## config.mk

```make
export PLATFORM = sky130hd
export DESIGN_NAME = sdram_burst_rd
export DESIGN_NICKNAME = d
export VERILOG_FILES = /design/src/rtl/sdram_rd_pkg.sv /design/src/rtl/sdram_rd_seq.sv /design/src/rtl/sdram_cmd_enc.sv /design/src/rtl/sdram_beat_cap.sv /design/src/rtl/sdram_burst_rd.sv
export SDC_FILE = /design/constraint.sdc
export NUM_CORES = 1
export LEC_CHECK = 0
export ABC_AREA = 0
export BUFFER_PORTS_ARGS = -buffer_cell sky130_fd_sc_hd__buf_4
export CAP_MARGIN = 20
export CORE_MARGIN = 4
export CORE_UTILIZATION = 49
export DETAILED_ROUTE_END_ITERATION = 12
export PLACE_DENSITY_LB_ADDON = 0.2
export SYNTH_ARGS = -nofsm -noshare
export SYNTH_HDL_FRONTEND = slang
export SYNTH_HIERARCHICAL = 1
export SYNTH_SLANG_ARGS = --single-unit
```

## constraint.sdc

```tcl
create_clock -name clk -period 2.1 [get_ports clk]
set_input_delay 0.21 -clock clk [delete_from_list [all_inputs] [get_ports clk]]
set_output_delay 0.21 -clock clk [all_outputs]
set_load 0.005 [all_outputs]
```

## src/rtl/sdram_rd_pkg.sv

```systemverilog
package sdram_rd_pkg;

   typedef enum logic [2:0] {
      ST_IDLE,
      ST_ACT,
      ST_RD,
      ST_LAT,
      ST_DATA,
      ST_WAIT
   } rd_state_e;

   // Command word order: {cs_n, ras_n, cas_n, we_n}
   localparam logic [3:0] CMD_NOP  = 4'b0111;
   localparam logic [3:0] CMD_ACT  = 4'b0011;
   localparam logic [3:0] CMD_READ = 4'b0101;

endpackage

```

## src/rtl/sdram_rd_seq.sv

```systemverilog
module sdram_rd_seq
   import sdram_rd_pkg::*;
#(
   parameter int BANK_W   = 1,
   parameter int ROW_W    = 11,
   parameter int COL_W    = 8,
   parameter int TPC_W    = 3,
   parameter int BL_SHORT = 4,
   parameter int BL_LONG  = 8
) (
   input  logic              clk,
   input  logic              rst_n,
   input  logic              req_i,
   output logic              ack_o,
   input  logic [BANK_W-1:0] bank_i,
   input  logic [ROW_W-1:0]  row_i,
   input  logic [COL_W-1:0]  col_i,
   input  logic              bl8_i,
   input  logic              cl3_i,
   input  logic [TPC_W-1:0]  tpc_i,
   output rd_state_e         state_o,
   output logic [BANK_W-1:0] bank_o,
   output logic [ROW_W-1:0]  row_o,
   output logic [COL_W-1:0]  col_o,
   output logic              bl8_o,
   output logic              done_o
);

   localparam int BL_CW = $clog2(BL_LONG);
   localparam int CNT_W = (BL_CW > TPC_W) ? BL_CW : TPC_W;

   rd_state_e         st_q;
   logic [CNT_W-1:0]  cnt_q;
   logic [BANK_W-1:0] bank_q;
   logic [ROW_W-1:0]  row_q;
   logic [COL_W-1:0]  col_q;
   logic              bl8_q;
   logic              cl3_q;
   logic [TPC_W-1:0]  tpc_q;
   logic              done_q;

   assign ack_o = (st_q == ST_IDLE) && req_i;

   always_ff @(posedge clk) begin
      if (!rst_n) begin
         st_q   <= ST_IDLE;
         cnt_q  <= '0;
         bank_q <= '0;
         row_q  <= '0;
         col_q  <= '0;
         bl8_q  <= 1'b0;
         cl3_q  <= 1'b0;
         tpc_q  <= '0;
         done_q <= 1'b0;
      end else begin
         done_q <= 1'b0;
         unique case (st_q)
            ST_IDLE: begin
               if (req_i) begin
                  bank_q <= bank_i;
                  row_q  <= row_i;
                  col_q  <= col_i;
                  bl8_q  <= bl8_i;
                  cl3_q  <= cl3_i;
                  tpc_q  <= tpc_i;
                  st_q   <= ST_ACT;
               end
            end
            ST_ACT: st_q <= ST_RD;
            ST_RD: begin
               // latency cycles between READ and first data cycle: CL-1
               cnt_q <= cl3_q ? CNT_W'(1) : '0;
               st_q  <= ST_LAT;
            end
            ST_LAT: begin
               if (cnt_q == '0) begin
                  cnt_q <= bl8_q ? CNT_W'(BL_LONG - 1) : CNT_W'(BL_SHORT - 1);
                  st_q  <= ST_DATA;
               end else begin
                  cnt_q <= cnt_q - 1'b1;
               end
            end
            ST_DATA: begin
               if (cnt_q == '0) begin
                  cnt_q <= (tpc_q == '0) ? '0 : CNT_W'(tpc_q - 1'b1);
                  st_q  <= ST_WAIT;
               end else begin
                  cnt_q <= cnt_q - 1'b1;
               end
            end
            ST_WAIT: begin
               if (cnt_q == '0) begin
                  done_q <= 1'b1;
                  st_q   <= ST_IDLE;
               end else begin
                  cnt_q <= cnt_q - 1'b1;
               end
            end
            default: st_q <= ST_IDLE;
         endcase
      end
   end

   assign state_o = st_q;
   assign bank_o  = bank_q;
   assign row_o   = row_q;
   assign col_o   = col_q;
   assign bl8_o   = bl8_q;
   assign done_o  = done_q;

   // an accepted request leads straight into the activate cycle
   a_r2_act_after_ack: assert property (@(posedge clk) disable iff (!rst_n)
      ack_o |=> (st_q == ST_ACT));

   // no new acceptance while an access is in flight
   a_r8_hold_off: assert property (@(posedge clk) disable iff (!rst_n)
      (st_q == ST_DATA) |=> !ack_o);

endmodule

```

## src/rtl/sdram_cmd_enc.sv

```systemverilog
module sdram_cmd_enc
   import sdram_rd_pkg::*;
#(
   parameter int BANK_W = 1,
   parameter int ROW_W  = 11,
   parameter int COL_W  = 8,
   parameter int ADDR_W = 11,
   parameter int AP_BIT = 10
) (
   input  rd_state_e         state_i,
   input  logic [BANK_W-1:0] bank_i,
   input  logic [ROW_W-1:0]  row_i,
   input  logic [COL_W-1:0]  col_i,
   output logic              cke_o,
   output logic              cs_n_o,
   output logic              ras_n_o,
   output logic              cas_n_o,
   output logic              we_n_o,
   output logic [BANK_W-1:0] ba_o,
   output logic [ADDR_W-1:0] a_o
);

   logic [3:0]        cmd;
   logic [ADDR_W-1:0] row_addr;
   logic [ADDR_W-1:0] col_addr;

   always_comb begin
      row_addr = '0;
      row_addr[ROW_W-1:0] = row_i;
      col_addr = '0;
      col_addr[COL_W-1:0] = col_i;
      col_addr[AP_BIT]    = 1'b1;
   end

   always_comb begin
      cmd  = CMD_NOP;
      ba_o = '0;
      a_o  = '0;
      unique case (state_i)
         ST_ACT: begin
            cmd  = CMD_ACT;
            ba_o = bank_i;
            a_o  = row_addr;
         end
         ST_RD: begin
            cmd  = CMD_READ;
            ba_o = bank_i;
            a_o  = col_addr;
         end
         default: cmd = CMD_NOP;
      endcase
   end

   assign {cs_n_o, ras_n_o, cas_n_o, we_n_o} = cmd;
   assign cke_o = 1'b1;

endmodule

```

## src/rtl/sdram_beat_cap.sv

```systemverilog
module sdram_beat_cap #(
   parameter int DEV_W = 16,
   parameter int N_DEV = 2
) (
   input  logic                   clk,
   input  logic                   rst_n,
   input  logic                   cap_i,
   input  logic [DEV_W*N_DEV-1:0] dq_i,
   output logic [DEV_W*N_DEV-1:0] data_o,
   output logic                   valid_o
);

   logic valid_q;

   for (genvar l = 0; l < N_DEV; l++) begin : g_lane
      logic [DEV_W-1:0] lane_q;
      always_ff @(posedge clk) begin
         if (!rst_n)     lane_q <= '0;
         else if (cap_i) lane_q <= dq_i[l*DEV_W +: DEV_W];
      end
      assign data_o[l*DEV_W +: DEV_W] = lane_q;
   end

   always_ff @(posedge clk) begin
      if (!rst_n) valid_q <= 1'b0;
      else        valid_q <= cap_i;
   end
   assign valid_o = valid_q;

   // each sampled cycle produces a strobe carrying that cycle's bus word
   a_r4_capture_word: assert property (@(posedge clk) disable iff (!rst_n)
      cap_i |=> (valid_o && data_o == $past(dq_i)));

endmodule

```

## src/rtl/sdram_burst_rd.sv

```systemverilog
module sdram_burst_rd
   import sdram_rd_pkg::*;
#(
   parameter int BANK_W   = 1,
   parameter int ROW_W    = 11,
   parameter int COL_W    = 8,
   parameter int ADDR_W   = 11,
   parameter int AP_BIT   = 10,
   parameter int DEV_W    = 16,
   parameter int N_DEV    = 2,
   parameter int TPC_W    = 3,
   parameter int BL_SHORT = 4,
   parameter int BL_LONG  = 8
) (
   input  logic                   clk,
   input  logic                   rst_n,
   input  logic                   req_i,
   output logic                   ack_o,
   input  logic [BANK_W-1:0]      bank_i,
   input  logic [ROW_W-1:0]       row_i,
   input  logic [COL_W-1:0]       col_i,
   input  logic                   cfg_bl8_i,
   input  logic                   cfg_cl3_i,
   input  logic [TPC_W-1:0]       cfg_tpc_i,
   output logic [DEV_W*N_DEV-1:0] rd_data_o,
   output logic                   rd_valid_o,
   output logic                   done_o,
   output logic                   sd_cke_o,
   output logic                   sd_cs_n_o,
   output logic                   sd_ras_n_o,
   output logic                   sd_cas_n_o,
   output logic                   sd_we_n_o,
   output logic [BANK_W-1:0]      sd_ba_o,
   output logic [ADDR_W-1:0]      sd_a_o,
   input  logic [DEV_W*N_DEV-1:0] sd_dq_i
);

   localparam int BEAT_W = $clog2(BL_LONG) + 1;

   if (AP_BIT >= ADDR_W) begin : g_bad_ap
      $error("auto-precharge bit outside address bus");
   end
   if (COL_W > AP_BIT) begin : g_bad_col
      $error("column overlaps auto-precharge bit");
   end
   if (ROW_W > ADDR_W) begin : g_bad_row
      $error("row wider than address bus");
   end
   if (BL_SHORT < 1 || BL_LONG < BL_SHORT) begin : g_bad_bl
      $error("burst lengths out of order");
   end

   rd_state_e         st;
   logic [BANK_W-1:0] bank_l;
   logic [ROW_W-1:0]  row_l;
   logic [COL_W-1:0]  col_l;
   logic              bl8_l;

   sdram_rd_seq #(
      .BANK_W(BANK_W), .ROW_W(ROW_W), .COL_W(COL_W), .TPC_W(TPC_W),
      .BL_SHORT(BL_SHORT), .BL_LONG(BL_LONG)
   ) seq_i (
      .clk(clk), .rst_n(rst_n), .req_i(req_i), .ack_o(ack_o),
      .bank_i(bank_i), .row_i(row_i), .col_i(col_i),
      .bl8_i(cfg_bl8_i), .cl3_i(cfg_cl3_i), .tpc_i(cfg_tpc_i),
      .state_o(st), .bank_o(bank_l), .row_o(row_l), .col_o(col_l),
      .bl8_o(bl8_l), .done_o(done_o)
   );

   sdram_cmd_enc #(
      .BANK_W(BANK_W), .ROW_W(ROW_W), .COL_W(COL_W),
      .ADDR_W(ADDR_W), .AP_BIT(AP_BIT)
   ) enc_i (
      .state_i(st), .bank_i(bank_l), .row_i(row_l), .col_i(col_l),
      .cke_o(sd_cke_o), .cs_n_o(sd_cs_n_o), .ras_n_o(sd_ras_n_o),
      .cas_n_o(sd_cas_n_o), .we_n_o(sd_we_n_o),
      .ba_o(sd_ba_o), .a_o(sd_a_o)
   );

   sdram_beat_cap #(.DEV_W(DEV_W), .N_DEV(N_DEV)) cap_i (
      .clk(clk), .rst_n(rst_n), .cap_i(st == ST_DATA),
      .dq_i(sd_dq_i), .data_o(rd_data_o), .valid_o(rd_valid_o)
   );

   // ---- assertions on the pin level ----
   logic [3:0]        pin_cmd;
   logic [BEAT_W-1:0] beats_q;
   assign pin_cmd = {sd_cs_n_o, sd_ras_n_o, sd_cas_n_o, sd_we_n_o};

   always_ff @(posedge clk) begin
      if (!rst_n)          beats_q <= '0;
      else if (ack_o)      beats_q <= '0;
      else if (rd_valid_o) beats_q <= beats_q + 1'b1;
   end

   // READ with auto-precharge follows ACTIVE directly
   a_r3_read_follows_act: assert property (@(posedge clk) disable iff (!rst_n)
      (pin_cmd == CMD_ACT) |=> (pin_cmd == CMD_READ && sd_a_o[AP_BIT]));

   // precharge wait is silent on the command pins
   a_r7_wait_silent: assert property (@(posedge clk) disable iff (!rst_n)
      (st == ST_WAIT) |-> (pin_cmd == CMD_NOP));

   // an access delivers exactly the configured number of words
   a_r5_beat_total: assert property (@(posedge clk) disable iff (!rst_n)
      done_o |-> (beats_q == (bl8_l ? BEAT_W'(BL_LONG) : BEAT_W'(BL_SHORT))));

   // completion is reported only straight after a wait cycle
   a_r6_done_after_wait: assert property (@(posedge clk) disable iff (!rst_n)
      done_o |-> ($past(st) == ST_WAIT && !rd_valid_o));

endmodule

```

# Word-level counts from Yosys, hierarchy flattened
# Index checks and enable logic that the tools add are counted.
# word_totals
in_bits,60
output_inout_bits,52
regBits,65
elab_cells,50
# op_classes
reduce_logical,10
n_mux,16
addsub,2
n_eq_ne,10
# op_table
operator,count
$mux W3,9
$pmux W11 S2,1
$pmux W3 S6,1
$pmux W3 S4,1
$logic_not A3 Y1,3
$eq A3 B2 Y1 const B,2
$eq A3 B3 Y1 const B,2
$ne A2 B2 Y1 const B,3
$pmux W3 S2,1
$reduce_and A2 Y1,3
$sub A3 B1 Y3 const B,2
$ne A2 B1 Y1 const B,2
$reduce_and A4 Y1,1
$reduce_bool A4 Y1,1
$eq A3 B1 Y1 const B,1
$mux W1,3
$reduce_or A2 Y1,1
$logic_and A1 B1 Y1,1

# Depth between registers and ports, before layout
# Gate-level depths: netlist (run 1).
# logic_depth
depth_word,4
depth_mapped,7
depth_no_buf,7

# By module
# Netlist (run 1), hierarchy kept.
# modules_own_cells
mod,n_inst,area_per_inst_um2,cells_each,seq_area_each_um2
sdram_rd_seq,1,1388.8,173,640.6
sdram_beat_cap,1,1270.0,105,660.6
sdram_cmd_enc,1,356.6,43,0.0
sdram_burst_rd,1,12.5,1,0.0

# Least setup slack after synthesis (run 1)
# Ideal clock, no wire load.
# synth_timing
path_kind,register -> register
start,"register seq_i.st_q[1], in the netlist seq_i/state_o[1]"
end,register seq_i.cnt_q[2]
t_arrival_ns,1.450
path_stages_with_launch,6
setup_ns,0.061
period_less_slack_ns,1.511
path_slack_ns,0.589
n_path_buf,1
cell_sequence,dfxtp_1 > buf_2 > inv_2 > ha_1 > a2111oi_0 > a32o_1
# synth_via
elab_chain_len,3
# synth_rtl
element,line_no,rtl
"start, declared",sdram_rd_seq.sv:32,rd_state_e st_q;
"start signal, assigned",sdram_rd_seq.sv:46,st_q <= ST_IDLE;
"start signal, assigned",sdram_rd_seq.sv:66,st_q <= ST_ACT;
"start signal, assigned",sdram_rd_seq.sv:69,ST_ACT: st_q <= ST_RD;
$eq A3 B3 Y1 / $eq A3 B2 Y1 (equally long branches),sdram_rd_seq.sv:57,unique case (st_q)
$ne A2 B2 Y1 (no line) / $reduce_bool A4 Y1 (equally long branches),--,
$reduce_and A2 Y1 (no line),--,
"end signal, assigned",sdram_rd_seq.sv:72,cnt_q <= cl3_q ? CNT_W'(1) : '0;
"end signal, assigned",sdram_rd_seq.sv:77,cnt_q <= bl8_q ? CNT_W'(BL_LONG - 1) : CNT_W'(BL_SHORT - 1);
"end signal, assigned",sdram_rd_seq.sv:80,cnt_q <= cnt_q - 1'b1;
"end, declared",sdram_rd_seq.sv:33,logic [CNT_W-1:0] cnt_q;
# Parallel ways exist; a longest one is shown, timed or not.
# A chain may end at the register's enable or synchronous reset.

# Final worst setup path (run 1)
# layout_timing
start,"register seq_i.st_q[0], in the netlist seq_i/state_o[0]"
end,output port ack_o
# layout_via
elab_chain_len,2
# layout_rtl
element,line_no,rtl
$logic_not A3 Y1,sdram_rd_seq.sv:42,assign ack_o = (st_q == ST_IDLE) && req_i;
$logic_and A1 B1 Y1,sdram_rd_seq.sv:42,
"end, declared",sdram_burst_rd.sv:18,"output logic ack_o,"
# No other way between the ends.

==> results, run 1 <==
- The flow ran to the end, and the final reports show no timing, DRC or antenna violations.
- The tool flagged a number of max-cap violations equal to 0.
- The H-tree was split into 3 levels.
- The clock latency reported for the late side of the worst-skew pair is 330 ps.
- By area, the combinational part of the netlist is dominated by simple AND/OR/NAND/NOR gates.
- The synthesized netlist devotes 13.8% of its cell area to compound gates.
- Global routing consumed, on the met3 layer, 6.65% of the routing resources.
- The filler-free cell count of the finished design is 504.
- The y dimension of the die is 86.6 um.
- The global-route met2 utilization is 29.7%.
- Setup repair after global routing left no endpoint under its margin.
- STA classifies the critical path startpoint as a flip-flop.
- The synthesized design contains 65 register bits.
- The commonest non-fill, non-tap cell in the layout is sky130_fd_sc_hd__buf_4.
- The count of different cell masters after synthesis is 43.
- The shortest period the worst path allows is 1850 ps.
- The I/O pin count is 112.
- The setup check on the worst reg-to-reg path leaves a slack of 500 ps.
- Setup violations remaining at the end of the flow were counted as 0.
- The synthesized-area fraction occupied by and/or/nand/nor cells is 21.7%.
- The ratio of routed vias to standard cells is 4.99.
- The proportion of layout cells with a drive suffix above 1 is 34.5%.
- For this run, the detailed router's first-pass iteration total came to 4.
- The clock arrives with 10.8 ps of skew.
- In this run the worst path has a maximum fanout of 26.
- The area enclosed by the die boundary is 7500 um^2.
- The longest clock path from root to sink contains 2 buffers.
- The gate count after technology mapping is 322.
- The path category of the worst min-delay check is in -> reg.
- After synthesis, flip-flops and latches occupy 43.0% of the total area.
- The instance area after placement is 3790 um^2.
- The final-stage net count is 489.
- The initial antenna violation count came to 0.
- The startpoint identified for the worst hold timing path is row_i[7].
- The global-route wire length before repair is 11100 um.
- The count of fill cells added during filler insertion is 488.
- The Yosys step of the flow raised 6 warnings.
- The power per cell area is 730 nW/um^2.
- After detailed routing, the total wire length is 6770 um.
- The detail-routed net length per standard cell is 13.4 um.
- Port buffering added 108 buffers.
- TritonCTS built the clock tree.
- After routing, the total negative slack on setup checks comes to 0 ps.
- The beginning of the critical path is seq_i/state_o[0].
- After global routing the overflow that remains totals 0.
- 0 antenna diodes ended up in the layout.
- The total non-filler cell area in the finished layout is 4000 um^2.
- Once layout is complete, the utilization of the core stands at 67.1%.
- The final worst-path cycle share is 87.9%.
- The number of sinks on the clock net is 65.
- The global routing usage on met1 is 21.8%.
- The global routing usage summed across all routing layers is 18.5%.
- The global routing stage identified its most utilized layer as met2.
- The number of max-slew violations in the final report is 0.
- The cell at the root of the clock tree is sky130_fd_sc_hd__clkbuf_8.
- Each instance of the synthesized netlist takes up on average 9.40 um^2.
- The half-perimeter wire length after placement is 4950 um.
- In the routed design, unresolved DRC markers number 0.
- STA puts the critical path data required time at 1890 ps.
- The parity-gate share of the synthesized area counting xor and xnor cells is 0%.
- The total number of vias is 2514.
- Static timing analysis puts the maximum clock frequency at 542 MHz.
- The arrival time of the worst setup path is 1640 ps.
- The number of rows created at floorplan is 28.
- Counting tap cells, the placed design contains a total of 488 instances.
- The adder and majority gate portion of the synthesized area is 2.07%.
- The initial core utilization is 50.8%.
- The worst IR drop on VDD is 0.000483 V.
- After clock tree synthesis, the clock-pin slew on the worst setup and hold paths is 70 ps.
- From synthesis to final layout, the design area changed by 32.0%.
- The core area is 5960 um^2.
- The total standard cell area after synthesis is 3030 um^2.
- The startpoint of the lowest-slack register-to-register path is seq_i/state_o[2].
- The number of hold violations in the final report is 0.
- In this run the horizontal extent of the chip is 86.6 um.
- The critical path is of the reg -> out type.
- The largest net degree at the start of global routing is 41.
- The number of CTS-inserted buffers is 9.
- The final RePlAce weighted congestion is 0.839.
- The sort of element at the end of the critical path is a primary output.
- The post-detailed-route count of antenna-violating nets is 0.
- The via count of the first global-routing pass is 2511.
- In the layout the commonest cells are 113 x sky130_fd_sc_hd__buf_4, 63 x sky130_fd_sc_hd__dfxtp_1, 54 x sky130_fd_sc_hd__nand2_1.
- The starting DRC count in detailed routing is 162.
- The fraction of synthesized area in multiplexers is 10.9%.
- Hold repair after CTS inserted 0 buffers.
- The leakage power total is 1.61 nW.
flip-flops by register name, indices dropped and copies added (netlist names), 3 cells and up:
register,count
seq_i/col_o,8
seq_i/state_o,3
seq_i/row_o,11
cap_i/g_lane.lane_q,32
seq_i/cnt_q,3
seq_i/tpc_q,3
worst max-delay path: stages, from the launching register on:
cell and delay, ps:
sky130_fd_sc_hd__dfxtp_2 540, sky130_fd_sc_hd__nor2b_1 130, sky130_fd_sc_hd__nand3_2 110, sky130_fd_sc_hd__clkinv_2 280, sky130_fd_sc_hd__buf_4 250
layer usage:
layer  part of all wire (%)  vias to the layer above
met5                      0                        -
met1                     43                     1118
li1                       -                     1276
met3                    8.7                       14
met4                    2.2                        0
met2                     46                      106
worst paths after layout:
check | depth (start not counted) | endpoint
max | 4 | ack_o
min | 3 | seq_i/row_o[7]
max reg2reg | 4 | seq_i/cnt_q[2]
min reg2reg | 2 | seq_i/col_o[1]
per-stage QoR:
stage               hold slack, ps  worst slack (ps)  total power, mW
global placement               437               477             1.89
floorplan                      332               589             1.72
detailed placement             447               395             1.91
global route                   111              99.9             3.07
CTS                            106              97.3             2.95
finish                         119               254             2.92
what timing repair did:
| item | 4_1_cts | 5_1_grt |
|---|---|---|
| setup buffers | 0 | 0 |
| gates resized for setup | 0 | 3 |
| endpoints found under the setup margin | 0 | 2 |
layout make-up:
cell class              instances  area [um^2]  area share (%)
clock inverters                 4         52.6            1.31
multi-input cells             218         1490            37.2
flip-flops and latches         65         1300            32.6
repair buffers                113          848            21.2
well taps                      75         93.8            2.35
clock buffers                  12          145            3.63
inverters                      17         65.1            1.63
power breakdown:
group	leakage (nW)	internal (mW)	switching, mW
clock	0.101	0.584	0.457
combinational	0.979	0.256	0.256
sequential	0.529	1.30	0.0615
kinds of logic after synthesis:
kind of cell               count (synthesis)
and+or+nand+nor                          121
DFF                                       65
AOI/OAI and AO/OA                         56
buffers and inverters                     40
muxes                                     33
adders and majority gates                  5
other                                      2
cell usage after synthesis (all sizes together):
library cell	count	area share, %
o21ai	3	0.50
nand2b	13	3.2
nor3b	3	1.1
o311a	1	0.33
nor2	3	0.37
o311ai	1	0.29
o31ai	1	0.25
and4bb	1	0.41
nand2	54	6.7
and3b	1	0.29
a32o	1	0.33
mux2i	33	11
o32ai	8	4.3
nand3	2	0.50
dfxtp	65	43
o211ai	1	0.25
nor2b	35	7.2
a2111oi	1	0.29
ha	5	2.1
conb	2	0.25
or3b	1	0.29
buf	17	5.4
a31oi	1	0.21
o2bb2ai	2	0.58
and3	1	0.21
a21oi	32	5.3
o2111a	1	0.37
and2	2	0.41
nand3b	1	0.25
clkbuf	6	0.74
inv	17	2.1
or2	3	0.62
a32oi	1	0.29
nand4	1	0.21
a31o	1	0.29
o221ai	1	0.29
No activity file was read; power rests on OpenSTA's default activity.
==> inputs of run 2 (changes only) <==
--- a/config.mk
+++ b/config.mk
@@ -8,8 +8,10 @@
 export ABC_AREA = 0
 export BUFFER_PORTS_ARGS = -buffer_cell sky130_fd_sc_hd__buf_4
 export CAP_MARGIN = 20
+export CELL_PAD_IN_SITES_DETAIL_PLACEMENT = 1
+export CELL_PAD_IN_SITES_GLOBAL_PLACEMENT = 1
 export CORE_MARGIN = 4
-export CORE_UTILIZATION = 49
+export CORE_UTILIZATION = 36
 export DETAILED_ROUTE_END_ITERATION = 12
 export PLACE_DENSITY_LB_ADDON = 0.2
 export SYNTH_ARGS = -nofsm -noshare
==> run 2 against run 1 <==
  * Combinational power rose by 3%
  * Highest routed layer unchanged
  * Largest cell class unchanged
  * Wire length is 16% higher
  * Cell count increased by 6.0%
  * Maximum frequency decreased by 0.88%
==> results, run 2 (synthesis gave the netlist of run 1 again) <==
- The clock latency reported for the late side of the worst-skew pair is 330 ps.
- Power spread over the standard cell area amounts to 778 nW/um^2.
- The signal on the critical path passes through nor2b_1 -> nand3_2 -> clkinv_2 -> buf_4.
- The worst register-to-register path begins at seq_i/state_o[2].
- The count of nets left with antenna violations once routing finished came out at 0.
- The die is 99.7 um tall.
- Among all stages on the critical path, the largest delay is contributed by sky130_fd_sc_hd__dfxtp_2.
- In this run the most critical hold path is launched from cfg_tpc_i[2].
- Across the routed clock network, the largest skew measured is 5.53 ps.
- After the flow finishes, the layout carries non-filler instances totaling 534.
- The total inserted antenna cells is 0.
- The buffer and inverter count on the worst path is 2.
- Counting tap cells, the placed design contains a total of 518 instances.
- The library cells used most frequently in the layout, excluding fill and tap cells, are 112 x sky130_fd_sc_hd__buf_4, 63 x sky130_fd_sc_hd__dfxtp_1, 54 x sky130_fd_sc_hd__nand2_1.
- The initial core utilization is 36.9%.
- The largest single stage delay on the critical path is 540 ps.
- The routed design could run at a clock period as short as 1860 ps.
- The half-perimeter wire length after placement is 5790 um.
- The remaining global-route overflow is 0.
- After layout, the worst path uses 88.7% of the clock period.
- The multi-input combinational cells in the finished layout cover a total of 1490 um^2.
- The register with the most flip-flops in the final layout is cap_i/g_lane.lane_q.
- The floorplan step defined a core boundary enclosing 8220 um^2.
- The number of buffers inserted for hold repair after clock tree synthesis is 0.
- The largest fanout of any net on the critical path is 26.
- In this run the critical register-to-register path is captured at seq_i/cnt_q[2].
- Entering global routing, the biggest net connects 41 pins.
- The worst IR drop on VDD is 0.000364 V.
- The setup slack at placement is 363 ps.
- The register with the most flip-flops in the layout has 32 of them.
- The number of CTS-inserted buffers is 9.
- The ratio of routed vias to standard cells is 4.74.
- The commonest non-fill, non-tap cell in the layout is sky130_fd_sc_hd__buf_4.
- For this block, the initial DRC count from the detailed router was 63.
- The internal power consumption is 2.37 mW.
- The buffer depth of the longest clock path is 2.
- Setup slack on the critical path of the routed design comes to 237 ps.
- After routing the design area is 4090 um^2.
- The worst hold path was traced through 3 stages.
- The path with the worst hold slack has its endpoint at seq_i/tpc_q[2].
- Global routing used 16.0% of the available tracks.
- In this run, flip-flops and latches consume 42.8% of the power.
- Net switching is 25.4% of the power.
- 112 I/O pins were placed.
- The analysis attributes to cell leakage a power of 1.64 nW.
- The fmax is 537 MHz.
- Clock-pin slew was measured on the worst setup and hold paths at 70 ps.
- The instance area after placement is 3840 um^2.
- The critical path in this run is classified as reg -> out.
- The die boundary width is 99.7 um.
- The number of setup violations in the final report is 0.
- The flow ran to the end, and the final reports show no timing, DRC or antenna violations.
- The initialized floorplan defines 33 standard-cell rows.
- The required arrival time at the worst endpoint is 1890 ps.
- For the worst setup path, the data arrival time is 1650 ps.
- The count of buffers inserted at the top-level ports is 108.
- Setup total negative slack on the finished layout was measured at 0 ps.
- At the end of the flow the core is filled with cells to 49.8%.
- The startpoint type of the worst setup path is a flip-flop.
- The number of sinks on the clock net is 65.
- The kind of cell with the highest combined delay along the critical path is flip-flops.
- The clock tree synthesis step divided the H-tree into 3 levels.
- In the final routed layout, each cell accounts on average for 14.7 um.
- The net switching component of the power is 0.808 mW.
- The critical path crosses 4 cells after its start point.
- The initial antenna violation count is 0.
- The count of fill cells added during filler insertion is 971.
- The number of max-slew violations in the final report is 0.
- The proportion of layout cells with a drive suffix above 1 is 35.0%.
- The area used by sequential logic in the layout is 1300 um^2.
- The sort of element at the end of the critical path is a primary output.
- Combinational cells account for 16.5% of the total power.
- The total number of vias is 2529.
- The via count of the first global-routing pass is 2675.
- The die covers 9940 um^2.
- The synthesis-to-layout area growth is 35.1%.
- The total of max-cap violations is 0.
- The net count of the finished layout is 489.
- The global-route wire length before repair is 12800 um.
- The path category of the worst min-delay check is in -> reg.
- Setup repair after global routing left no endpoint under its margin.
- The reg-to-reg setup timing slack is 430 ps.
- The number of cells traversed by the worst register-to-register path is 5.
- The final RePlAce weighted congestion is 0.803.
- After detailed routing, the total wire length is 7870 um.
- The clock share of power is 40.7%.
- The number of hold violations in the final report was 0.
- TritonCTS built the clock tree.
- The first detailed-routing pass took 4 iterations.
- The root buffer cell chosen for the clock tree is sky130_fd_sc_hd__clkbuf_8.
- In the routed design, unresolved DRC markers number 0.
run 2: worst reg2reg max path, cell delays in order, from the launching register on:
cell                       delay [ps]
sky130_fd_sc_hd__dfxtp_1          460
sky130_fd_sc_hd__buf_4            240
sky130_fd_sc_hd__nor2b_1          370
sky130_fd_sc_hd__a32oi_1          200
sky130_fd_sc_hd__o221ai_1         200
sky130_fd_sc_hd__a32o_1           140
run 2: stage by stage:
stage               hold WS [ps]  power (mW)
finish                       120        3.18
global route                98.8        3.34
detailed placement           447        1.92
floorplan                    332        1.72
global placement             438        1.90
CTS                          100        3.23
run 2: what timing repair did:
action | 4_1_cts | 5_1_grt
endpoints found under the setup margin | 0 | 3
buffers inserted | 0 | 0
gates resized for setup | 0 | 3
run 2: worst max path at each step:
stage / startpoint / to / slack, ps
floorplan: seq_i/state_o[1] / seq_i/cnt_q[2] / 590
global placement: seq_i/state_o[2] / seq_i/cnt_q[2] / 460
detailed placement: seq_i/state_o[1] / seq_i/cnt_q[1] / 360
CTS: seq_i/state_o[0] / ack_o / 80
global route: seq_i/state_o[0] / ack_o / 80
finish: seq_i/state_o[0] / ack_o / 240
run 2: area by class of cell:
| cell class | instances | share of cell area [%] |
|---|---|---|
| Tap cell | 105 | 3.21 |
| Timing Repair Buffer | 113 | 21.0 |
| Clock inverter | 6 | 2.57 |
| Inverter | 17 | 1.59 |
| Clock buffer | 10 | 3.36 |
| Sequential cell | 65 | 31.9 |
| Multi-Input combinational cell | 218 | 36.4 |
run 2: per-layer routing:
| layer | track usage, % | vias to the layer above | wire [um] |
|---|---|---|---|
| met3 | 3.44 | 7 | 483 |
| li1 | - | 1277 | - |
| met4 | 6.30 | 0 | 74 |
| met2 | 26.6 | 76 | 3840 |
| met1 | 20.1 | 1169 | 3480 |
| met5 | 0 | - | 0 |
run 2: power by group through the flow:
| stage | clock network (mW) | logic (mW) | registers (mW) |
|---|---|---|---|
| finish | 1.30 | 0.525 | 1.36 |
| global route | 1.38 | 0.587 | 1.38 |
| CTS | 1.33 | 0.535 | 1.36 |
| detailed placement | 0 | 0.532 | 1.39 |
| global placement | 0 | 0.520 | 1.39 |
| floorplan | 0 | 0.352 | 1.36 |
